File: src/rtl/seclock_pkg.sv
package seclock_pkg;

  typedef enum logic [2:0] {
    SL_OPEN     = 3'd0,
    SL_LOCKED   = 3'd1,
    SL_UNLOCKED = 3'd2,
    SL_FROZEN   = 3'd3,
    SL_ERASING  = 3'd4,
    SL_BOOT     = 3'd5
  } sl_state_e;

  typedef enum logic [1:0] {
    CMD_NONDATA = 2'd0,
    CMD_READ    = 2'd1,
    CMD_WRITE   = 2'd2,
    CMD_RSVD    = 2'd3
  } cmd_class_e;

endpackage

File: src/rtl/seclock_attempts.sv
module seclock_attempts #(
  parameter int ATT_LIMIT = 5,
  parameter int CW        = $clog2(ATT_LIMIT + 1)
) (
  input  logic          clk,
  input  logic          rst_n,
  input  logic          fail_i,
  input  logic          clear_i,
  output logic [CW-1:0] count_o,
  output logic          last_o
);

  localparam logic [CW-1:0] LAST_VAL = CW'(ATT_LIMIT - 1);
  localparam logic [CW-1:0] TOP_VAL  = CW'(ATT_LIMIT);

  logic [CW-1:0] cnt_q, cnt_d;
  logic          cnt_en;

  always_comb begin
    cnt_en = 1'b0;
    cnt_d  = cnt_q;
    if (clear_i) begin
      cnt_en = 1'b1;
      cnt_d  = '0;
    end else if (fail_i && (cnt_q != TOP_VAL)) begin
      cnt_en = 1'b1;
      cnt_d  = cnt_q + 1'b1;
    end
  end

  always_ff @(posedge clk or negedge rst_n) begin
    if (!rst_n) begin
      cnt_q <= '0;
    end else if (cnt_en) begin
      cnt_q <= cnt_d;
    end
  end

  assign count_o = cnt_q;
  assign last_o  = (cnt_q == LAST_VAL);

endmodule

File: src/rtl/seclock_fsm.sv
module seclock_fsm
  import seclock_pkg::*;
(
  input  logic      clk,
  input  logic      rst_n,
  input  logic      stored_en_i,
  input  logic      level_max_i,
  input  logic      pw_check_i,
  input  logic      pw_master_i,
  input  logic      pw_match_i,
  input  logic      erase_req_i,
  input  logic      erase_done_i,
  input  logic      set_pw_i,
  input  logic      disable_i,
  input  logic      last_fail_i,
  output sl_state_e state_o,
  output logic      fail_o,
  output logic      clear_o
);

  sl_state_e state_q, state_d;
  logic      unlock_ok;
  logic      erase_ok;

  // master at Maximum level may only open the erase path
  assign unlock_ok = pw_match_i && (!pw_master_i || !level_max_i);
  assign erase_ok  = pw_match_i && pw_master_i && level_max_i && erase_req_i;

  always_comb begin
    state_d = state_q;
    fail_o  = 1'b0;
    clear_o = 1'b0;
    unique case (state_q)
      SL_BOOT: begin
        state_d = stored_en_i ? SL_LOCKED : SL_OPEN;
      end
      SL_OPEN: begin
        if (set_pw_i) state_d = SL_UNLOCKED;
      end
      SL_UNLOCKED: begin
        if (disable_i) state_d = SL_OPEN;
      end
      SL_LOCKED: begin
        if (pw_check_i) begin
          if (unlock_ok) begin
            state_d = SL_UNLOCKED;
            clear_o = 1'b1;
          end else if (erase_ok) begin
            state_d = SL_ERASING;
          end else begin
            fail_o = 1'b1;
            if (last_fail_i) state_d = SL_FROZEN;
          end
        end
      end
      SL_ERASING: begin
        if (erase_done_i) begin
          state_d = SL_OPEN;
          clear_o = 1'b1;
        end
      end
      SL_FROZEN: begin
        state_d = SL_FROZEN;
      end
      default: begin
        state_d = SL_BOOT;
      end
    endcase
  end

  always_ff @(posedge clk or negedge rst_n) begin
    if (!rst_n) begin
      state_q <= SL_BOOT;
    end else begin
      state_q <= state_d;
    end
  end

  assign state_o = state_q;

endmodule

File: src/rtl/seclock_gate.sv
module seclock_gate
  import seclock_pkg::*;
(
  input  logic       clk,
  input  logic       rst_n,
  input  logic       cmd_valid_i,
  input  logic [1:0] cmd_class_i,
  input  sl_state_e  state_i,
  input  logic       scope_rw_i,
  output logic       accept_o,
  output logic       abort_o
);

  logic allowed;
  logic accept_d, abort_d;

  always_comb begin
    allowed = 1'b0;
    if (cmd_class_i == CMD_NONDATA) begin
      allowed = 1'b1;
    end else begin
      unique case (state_i)
        SL_OPEN, SL_UNLOCKED: allowed = 1'b1;
        SL_LOCKED, SL_FROZEN: allowed = (cmd_class_i == CMD_READ) && !scope_rw_i;
        default:              allowed = 1'b0;
      endcase
    end
    accept_d = cmd_valid_i && allowed;
    abort_d  = cmd_valid_i && !allowed;
  end

  always_ff @(posedge clk or negedge rst_n) begin
    if (!rst_n) begin
      accept_o <= 1'b0;
      abort_o  <= 1'b0;
    end else begin
      accept_o <= accept_d;
      abort_o  <= abort_d;
    end
  end

endmodule

File: src/rtl/seclock_top.sv
module seclock_top
  import seclock_pkg::*;
#(
  parameter int ATT_LIMIT = 5
) (
  input  logic       clk,
  input  logic       rst_n,
  input  logic       stored_enabled,
  input  logic       level_max,
  input  logic       scope_rw,
  input  logic       cmd_valid,
  input  logic [1:0] cmd_class,
  input  logic       pw_check,
  input  logic       pw_is_master,
  input  logic       pw_match,
  input  logic       erase_req,
  input  logic       erase_done,
  input  logic       set_pw,
  input  logic       disable_req,
  output logic       cmd_accept,
  output logic       cmd_abort,
  output logic [2:0] lock_state,
  output logic       attempts_exhausted
);

  localparam int CNT_W = $clog2(ATT_LIMIT + 1);

  sl_state_e        state;
  logic             fail_evt;
  logic             clear_evt;
  logic             last_fail;
  logic [CNT_W-1:0] attempt_cnt;

  seclock_attempts #(
    .ATT_LIMIT (ATT_LIMIT),
    .CW        (CNT_W)
  ) u_attempts (
    .clk     (clk),
    .rst_n   (rst_n),
    .fail_i  (fail_evt),
    .clear_i (clear_evt),
    .count_o (attempt_cnt),
    .last_o  (last_fail)
  );

  seclock_fsm u_fsm (
    .clk          (clk),
    .rst_n        (rst_n),
    .stored_en_i  (stored_enabled),
    .level_max_i  (level_max),
    .pw_check_i   (pw_check),
    .pw_master_i  (pw_is_master),
    .pw_match_i   (pw_match),
    .erase_req_i  (erase_req),
    .erase_done_i (erase_done),
    .set_pw_i     (set_pw),
    .disable_i    (disable_req),
    .last_fail_i  (last_fail),
    .state_o      (state),
    .fail_o       (fail_evt),
    .clear_o      (clear_evt)
  );

  seclock_gate u_gate (
    .clk         (clk),
    .rst_n       (rst_n),
    .cmd_valid_i (cmd_valid),
    .cmd_class_i (cmd_class),
    .state_i     (state),
    .scope_rw_i  (scope_rw),
    .accept_o    (cmd_accept),
    .abort_o     (cmd_abort)
  );

  assign lock_state         = state;
  assign attempts_exhausted = (state == SL_FROZEN);

endmodule

File: config.mk
export PLATFORM = sky130hd
export DESIGN_NAME = seclock_top
export DESIGN_NICKNAME = d
export VERILOG_FILES = /design/src/rtl/seclock_pkg.sv /design/src/rtl/seclock_attempts.sv /design/src/rtl/seclock_fsm.sv /design/src/rtl/seclock_gate.sv /design/src/rtl/seclock_top.sv
export SDC_FILE = /design/constraint.sdc
export NUM_CORES = 1
export LEC_CHECK = 0
export BUFFER_PORTS_ARGS = -buffer_cell sky130_fd_sc_hd__buf_2
export CORE_AREA = 2 2 39 41
export DETAILED_ROUTE_END_ITERATION = 7
export DIE_AREA = 0 0 41 43
export GPL_TIMING_DRIVEN = 0
export PLACE_DENSITY = 0.66
export SETUP_SLACK_MARGIN = 0.4
export SYNTH_ARGS = -nofsm -noshare
export SYNTH_HDL_FRONTEND = slang
export SYNTH_HIERARCHICAL = 1
export SYNTH_SLANG_ARGS = --single-unit
File: constraint.sdc
create_clock -name clk -period 3.4 [get_ports clk]
set_input_delay 0.17 -clock clk [delete_from_list [all_inputs] [get_ports clk]]
set_output_delay 0.17 -clock clk [all_outputs]
set_load 0.02 [all_outputs]
==> flow_metrics.tcl, run 1 <==
set metrics [dict create \
    status "completed" \
    p_sw_share_pct 40.3 \
    overflow 0 \
    cp-start-kind "flip-flop" \
    drive_gt1_share_pct 37.0 \
    yosysWarnings 6 \
    synth-seq-cells 8 \
    clkLatencyLatePin_ns 0.25 \
    grt_max_degree 11 \
    setup_viol 0 \
    final_cell_mix "buf_2 (20), dfrtp_1 (6), o21ai_0 (6)" \
    clock-sinks 8 \
    drt.antenna.violating_nets 0 \
    power_switching_uw 183 \
    cts_tree "yes" \
    cts_max_path_buffers 2 \
    grt_pass1_wl_mm 1.70 \
    period_needed_ns 1.82 \
    io_buffers 20 \
    ff_latch_area_um2 203 \
    gp_congestion 0.799 \
    drv_slew 0 \
    syn_inst 56 \
    synth_area_um2 534 \
    die_x_um 41 \
    required_ns 3.53 \
    post_drt_wl_per_cell_um 11.4 \
    critical_path_peak_fanout 9 \
    syn-num-nets 74 \
    worstMarginPinSlew_ns 0.423 \
    rsz0062_at_grt "no" \
    antenna_found_initial 0 \
    clk_transition_reported_paths_ns 0.06 \
    crit_type "flip-flop to flip-flop" \
    ys_seq_area_share_pct 37.9 \
    cp_top_family "flip-flops" \
    period_share_pct 53.6 \
    grt_usage_pct 14.9 \
    fmax_mhz 548 \
    nets 100 \
    core_um2 1380 \
    syn_to_final_growth_pct 29.3 \
    p_int_uw 271 \
    rrSetupSlack_ns 1.58 \
    grt_pass1_vias 443 \
    power.density_nw_per_um2 658 \
    whs_path_depth 2 \
    clockPowerShare_pct 16.3 \
    firstDrtPassIters 4 \
    setup-tns-final_ns 0 \
    leakage_uw 0.000337 \
    skew_ns 0.00673 \
    cts.root.buffer_cell "clkbuf_4" \
    drc 0 \
    cts_buffers 3 \
    multi_input_area_um2 302 \
    cts_resized 0 \
    cp_slowest_cell "dfstp_2" \
    htree_levels 1 \
    place_hpwl_um 875 \
    via_per_inst 5.20 \
    antenna-diode-count 0 \
    finalPower_uw 454 \
    fp-row-count 14 \
    avgSynthCellArea_um2 9.54 \
    hold_viol 0 \
    crit_cells 4 \
    vias 504 \
    die_h_um 43 \
    ir_worst_vdd_mv 0.209 \
    cp_cell_sequence "nand2_1, nor4_1, a21boi_2, mux2_4" \
    cap_violations 0 \
    cpPeakStageDelay_ns 0.60 \
    routed_wl_mm 1.11 \
    end_kind "flip-flop" \
    dieArea_um2 1760 \
    maxSlewHeadroom_pct 71.5 \
    final_common_cell "buf_2" \
    hp-class "primary input to flip-flop" \
    rr_worst_depth 4 \
    path_buf_inv 0 \
    pin_count 21 \
    pwr-share-seq_pct 38.5 \
    nFillCells 135 \
    drt_iter0_drc 8 \
    start_util_pct 38.6 \
    pwr-share-comb_pct 45.3 \
    synth_cell_type_count 30 \
    arrival_ns 1.96 \
]
[power groups by stage]
stage	combinational, uW	sequential, uW	clock, uW
floorplan	129	186	0
finish	206	175	74.0
CTS	206	175	76.8
detailed placement	206	175	0
global route	230	184	82.9
global placement	199	175	0
[state kept, by name, indices dropped and copies added, names as in the netlist]
| signal | count |
|---|---|
| u_gate/accept_o | 1 |
| u_attempts/count_o | 3 |
| u_fsm/state_o | 3 |
| u_gate/abort_o | 1 |
[worst register-to-register path, cell delays in order, from the launching register on]
cell and delay (ns):
dfstp_2 0.60, nand2_1 0.11, nor4_1 0.39, a21boi_2 0.30, mux2_4 0.31
[routing by layer]
metal	routed length [um]	global-route usage, %
met5	0	0
met3	65	3.66
met1	509	18.8
met2	497	20.6
met4	32	11.3
[per-stage QoR]
stage	utilization [%]	cell area, um2	cells	hold slack, ns	setup slack, ns
finish	49.9	691	97	0.145	1.58
global route	49.9	691	97	0.134	1.51
CTS	49.9	691	97	0.142	1.59
detailed placement	47.3	654	92	0.0167	1.57
global placement	47.3	654	92	0.0148	1.63
floorplan	-	534	56	-0.126	1.68
[final cells by class]
cell class              count  area share (%)
repair buffers             21            15.9
inverters                   5            2.72
well taps                  16            2.90
flip-flops and latches      8            29.3
plain buffers               1            1.63
multi-input cells          42            43.7
clock buffers               4            3.80
[path summary, 6_finish.rpt]
kind,from,endpoint
min in group asynchronous,rst_n,u_attempts/count_o[0]
max in group asynchronous,rst_n,u_fsm/state_o[0]
hold / removal,cmd_valid,u_gate/accept_o
setup reg to reg,u_fsm/state_o[0],u_attempts/count_o[0]
setup / recovery,u_fsm/state_o[0],u_attempts/count_o[0]
hold reg to reg,u_fsm/state_o[0],u_fsm/state_o[0]
[cell usage after synthesis]
cell type  instances  share of area (%)
a21oi_1            3                2.8
nor2b_1            1                1.2
ha_1               3                7.0
nand4_1            1                1.2
inv_1              5                3.5
nor3b_1            1                1.4
and4b_1            1                1.9
nand2_1            2                1.4
a2111o_1           1                2.1
and3_1             1                1.2
o21a_1             2                2.8
dfrtp_1            6                 28
buf_6              1                2.1
mux2_4             1                2.8
o21ai_0            6                5.6
o41ai_1            1                1.6
nand2b_1           2                2.3
and2_1             1                1.2
a21boi_2           1                2.1
a2bb2oi_2          1                2.8
o22ai_1            1                1.2
a211oi_1           1                1.4
and3b_1            1                1.6
nor4_1             1                1.2
nor3_2             1                1.9
nor3_1             2                1.9
dfstp_2            2                9.8
mux2i_1            1                1.9
nor2_1             3                2.1
nand3_1            2                1.9
[logic make-up (layout without fill, tap and decap cells)]
| kind of cell | after synthesis | count (layout) | share of synthesized area, % |
|---|---|---|---|
| and+or+nand+nor | 20 | 20 | 22.3 |
| adders and majority gates | 3 | 3 | 7.03 |
| DFF | 8 | 8 | 37.9 |
| AOI/OAI and AO/OA | 17 | 17 | 22.5 |
| buffers and inverters | 6 | 31 | 5.62 |
| muxes | 2 | 2 | 4.68 |
[timing repair]
| item | in CTS | in global routing |
|---|---|---|
| hold buffers | 1 | 0 |
| endpoints found under the hold margin | 8 | 0 |
| buffers inserted | 0 | 0 |
No activity file was read; power rests on OpenSTA's default activity.
==> inputs of run 2 (changes only) <==
- clock period: 3.4 -> 1.7 ns (I/O delays scaled with it)
==> flow_metrics.tcl, run 2 (synthesis gave the netlist of run 1 again) <==
set metrics [dict create \
    p_sw_share_pct 39.1 \
    skew_ns 0.0133 \
    hp-class "primary input to flip-flop" \
    fin_util_pct 58.2 \
    dieArea_um2 1760 \
    p_int_uw 663 \
    core_um2 1380 \
    numPlacedInstances 92 \
    maxSlewHeadroom_pct 81.7 \
    period_share_pct 86.6 \
    die_x_um 41 \
    pwr-share-seq_pct 31.4 \
    path_buf_inv 0 \
    htree_levels 1 \
    start_util_pct 38.6 \
    pwr-share-comb_pct 54.5 \
    final_cell_mix "buf_2 (19), buf_4 (9), o21ai_0 (6)" \
    status "completed" \
    ir_worst_vdd_mv 0.640 \
    leakage_uw 0.000393 \
    overflow 0 \
    routed_wl_mm 1.16 \
    cts_buffers 3 \
    drt.antenna.violating_nets 0 \
    cts_tree "yes" \
    worstMarginPinSlew_ns 0.271 \
    cp_top_family "flip-flops" \
    cp_slowest_cell "dfstp_2" \
    clkLatencyLatePin_ns 0.25 \
    cp-start-kind "flip-flop" \
    drc 0 \
    cap_violations 0 \
    required_ns 1.84 \
    grt_pass1_wl_mm 1.96 \
    setup_viol 0 \
    fin_area_um2 806 \
    fp-row-count 14 \
    fmax_mhz 679 \
    grt_usage_pct 16.6 \
    firstDrtPassIters 4 \
    end_kind "flip-flop" \
    vias 531 \
    drive_gt1_share_pct 53.3 \
    drt_iter0_drc 3 \
    cts_max_path_buffers 2 \
    power_switching_uw 425 \
    hold_viol 0 \
    post_drt_wl_per_cell_um 10.9 \
    place_area_um2 667 \
    setup-tns-final_ns 0 \
    clock-sinks 8 \
    drv_slew 0 \
    period_needed_ns 1.47 \
    die_h_um 43 \
    rsz0062_at_grt "yes" \
    grt_max_degree 10 \
    finalPower_uw 1090 \
    pin_count 21 \
    syn_to_final_growth_pct 50.8 \
    cpPeakStageDelay_ns 0.57 \
    grt_pass1_vias 498 \
    clockPowerShare_pct 14.1 \
    arrival_ns 1.62 \
    place_hpwl_um 835 \
    via_per_inst 5.01 \
    cp_cell_sequence "nand2_4, nor4_4, a21boi_2, mux2_4" \
    crit_type "flip-flop to flip-flop" \
    io_buffers 20 \
    final_common_cell "buf_2" \
    critical_path_peak_fanout 3 \
    nets 109 \
    final_cells 106 \
    antenna_found_initial 0 \
    clk_transition_reported_paths_ns 0.06 \
    cts.root.buffer_cell "clkbuf_4" \
    gp_congestion 0.735 \
    power.density_nw_per_um2 1350 \
    antenna-diode-count 0 \
]
==> run 2: metrics by stage <==
stage	hold slack, ns	setup WS, ns
after global routing	0.0446	0.157
after global placement	-0.0668	0.110
final	0.0479	0.227
after CTS	0.0460	0.227
after detailed placement	-0.0653	0.0921
after floorplan	-0.211	0.136
==> run 2: final timing paths <==
| kind | startpoint | slack (ns) | end | cells after the start |
|---|---|---|---|---|
| worst max-delay path | u_fsm/state_o[0] | 0.23 | u_attempts/count_o[0] | 4 |
| worst min-delay path | cmd_valid | 0.05 | u_gate/accept_o | 2 |
| worst max register to register | u_fsm/state_o[0] | 0.23 | u_attempts/count_o[0] | 4 |
| worst min register to register | u_fsm/state_o[0] | 0.55 | u_fsm/state_o[2] | 2 |
| max in group asynchronous | rst_n | 1.26 | u_fsm/state_o[2] | 2 |
| min in group asynchronous | rst_n | 0.19 | u_attempts/count_o[2] | 2 |
==> run 2: timing repair <==
action	CTS	global route
setup buffers	9	0
endpoints found under the setup margin	4	5
hold endpoints to repair	8	0
hold buffers	1	0
pin swaps	7	3
resized for setup	6	4
==> run 2: layout make-up <==
| class | count | area (um2) |
|---|---|---|
| Fill cell | 135 | 578 |
| Multi-Input combinational cell | 42 | 342 |
| Sequential cell | 8 | 204 |
| Timing Repair Buffer | 30 | 184 |
| Clock buffer | 4 | 26.3 |
| Tap cell | 16 | 20.0 |
| Inverter | 5 | 18.8 |
| Buffer | 1 | 11.3 |
==> run 2: layer usage <==
layer  vias to the layer above  wire length, um  GRT usage, %
met5                         -                0             0
met4                         0               10          11.3
met3                         2               58          3.66
met2                        17              564          25.0
met1                       239              525          19.8
li1                        273                -             -
==> run 2: power groups by stage <==
stage	Combinational [uW]	Clock (uW)	Sequential, uW
after CTS	559	157	342
after detailed placement	415	0	353
after global placement	404	0	356
final	592	154	341
after global routing	658	168	354
after floorplan	264	0	378
==> inputs of run 3 (changes only) <==
- clock period: 1.7 -> 1.6 ns (I/O delays scaled with it)
==> flow_metrics.tcl, run 3 (synthesis gave the netlist of run 1 again) <==
set metrics [dict create \
    nets 109 \
    start_util_pct 38.6 \
    use_met2_pct 26.6 \
    htree_levels 1 \
    grt_max_degree 10 \
    fmax_mhz 676 \
    grt_pass1_wl_mm 1.95 \
    clock-sinks 8 \
    cp-start-kind "flip-flop" \
    holdWs_ns 0.0596 \
    grt_use_met3_pct 0.524 \
    required_ns 1.73 \
    startpoint "u_fsm/state_o[0]" \
    leakage_uw 0.000390 \
    overflow 0 \
    p_sw_share_pct 39.6 \
    grt_busiest_layer "met2" \
    pwr-share-comb_pct 58.9 \
    maxSlewHeadroom_pct 80.9 \
    power_switching_uw 470 \
    hold_viol 0 \
    routed_wl_mm 1.27 \
    grt_pass1_vias 538 \
    pin_count 21 \
    end_kind "flip-flop" \
    r2r_start "u_fsm/state_o[0]" \
    vias 556 \
    cts_tree "yes" \
    critical_path_peak_fanout 3 \
    core_um2 1380 \
    firstDrtPassIters 4 \
    rsz0062_at_grt "yes" \
    arrival_ns 1.61 \
    setup_viol 0 \
    ff_latch_area_um2 204 \
    hp-class "primary input to flip-flop" \
    via_per_inst 5.30 \
    drt_iter0_drc 11 \
    power.density_nw_per_um2 1460 \
    worstMarginPinSlew_ns 0.283 \
    io_buffers 20 \
    place_ws_ns -0.0172 \
    r2r-end "u_attempts/count_o[0]" \
    cts.root.buffer_cell "clkbuf_4" \
    cts_buffers 3 \
    crit_type "flip-flop to flip-flop" \
    place_hpwl_um 879 \
    die_h_um 43 \
    drc 0 \
    skew_ns 0.000239 \
    antenna-diode-count 0 \
    post_drt_wl_per_cell_um 12.1 \
    die_x_um 41 \
    multi_input_area_um2 354 \
    syn_to_final_growth_pct 52.2 \
    ir_worst_vdd_mv 0.569 \
    min_from "cmd_valid" \
    rrSetupSlack_ns 0.12 \
    clk_transition_reported_paths_ns 0.05 \
    final_cell_mix "buf_2 (18), buf_4 (11), dfrtp_1 (5), o21ai_0 (5)" \
    dieArea_um2 1760 \
    setup_slack_ns 0.121 \
    final_cells 105 \
    whs_path_depth 2 \
    drt.antenna.violating_nets 0 \
    gp_congestion 0.734 \
    setup-tns-final_ns 0 \
    period_share_pct 92.5 \
    final_common_cell "buf_2" \
    numPlacedInstances 92 \
    drv_slew 0 \
    fin_util_pct 58.8 \
    pwr-share-seq_pct 28.9 \
    cap_violations 0 \
    cts_max_path_buffers 2 \
    period_needed_ns 1.48 \
    holdPathEnd "u_gate/accept_o" \
    clkLatencyLatePin_ns 0.24 \
    antenna_found_initial 0 \
    clockPowerShare_pct 12.2 \
    grtUsageMet1_pct 18.5 \
    p_int_uw 719 \
    rr_worst_depth 4 \
    nFillCells 138 \
    fp-row-count 14 \
    grt_usage_pct 17.0 \
    status "completed" \
    drive_gt1_share_pct 56.2 \
]
## run 3: cell count changes in the layout (fill, tap and decap cells not counted), sizes merged
cell | before | now
clkbuf | 4 | 3
## run 3: area by class of cell
type                            instances  area share [%]
Multi-Input combinational cell         42            43.5
Sequential cell                         8            25.1
Timing Repair Buffer                   30            22.5
Clock buffer                            3            2.77
Tap cell                               16            2.46
Inverter                                5            2.31
Buffer                                  1            1.38
## run 3: metrics by stage
stage          power (uW)  cell area (um2)
3_5_place_dp          827              667
3_3_place_gp          809              667
2_1_floorplan         682              547
6_report             1190              813
4_1_cts              1160              795
5_1_grt              1280              813
## run 3: how the worst max path moves through the flow
| stage | end | slack [ns] | cells past startpoint |
|---|---|---|---|
| global route | u_attempts/count_o[0] | 0.07 | 6 |
| floorplan | u_attempts/count_o[0] | 0.04 | 4 |
| finish | u_attempts/count_o[0] | 0.12 | 4 |
| global placement | u_attempts/count_o[0] | 0.02 | 4 |
| detailed placement | u_attempts/count_o[0] | -0.02 | 4 |
| CTS | u_attempts/count_o[0] | 0.1 | 6 |
## run 3: power groups by stage
stage | Combinational (uW) | Sequential [uW] | Clock (uW)
after floorplan | 281 | 401 | 0
after global placement | 433 | 376 | 0
after detailed placement | 449 | 378 | 0
after CTS | 664 | 343 | 156
after global routing | 759 | 354 | 169
final | 700 | 344 | 145
## run 3: timing repair
item                                    in CTS  in global routing
hold buffers                                 1                  0
setup buffers                                8                  1
endpoints found under the setup margin       6                  9
gates resized for setup                     10                  4
pin swaps                                    8                  5
endpoints found under the hold margin        8                  0
## run 3: critical path, stage by stage, from the launching register on
cell and delay (ns):
dfstp_2 0.56, nand2_4 0.07, nor4_4 0.18, a21boi_2 0.25
mux2_4 0.31
## run 3: per-layer routing
| metal | part of all wire (%) | up-vias |
|---|---|---|
| met5 | 0 | - |
| met4 | 2.8 | 0 |
| met3 | 4.6 | 4 |
| met2 | 48 | 19 |
| met1 | 44 | 255 |
| li1 | - | 278 |
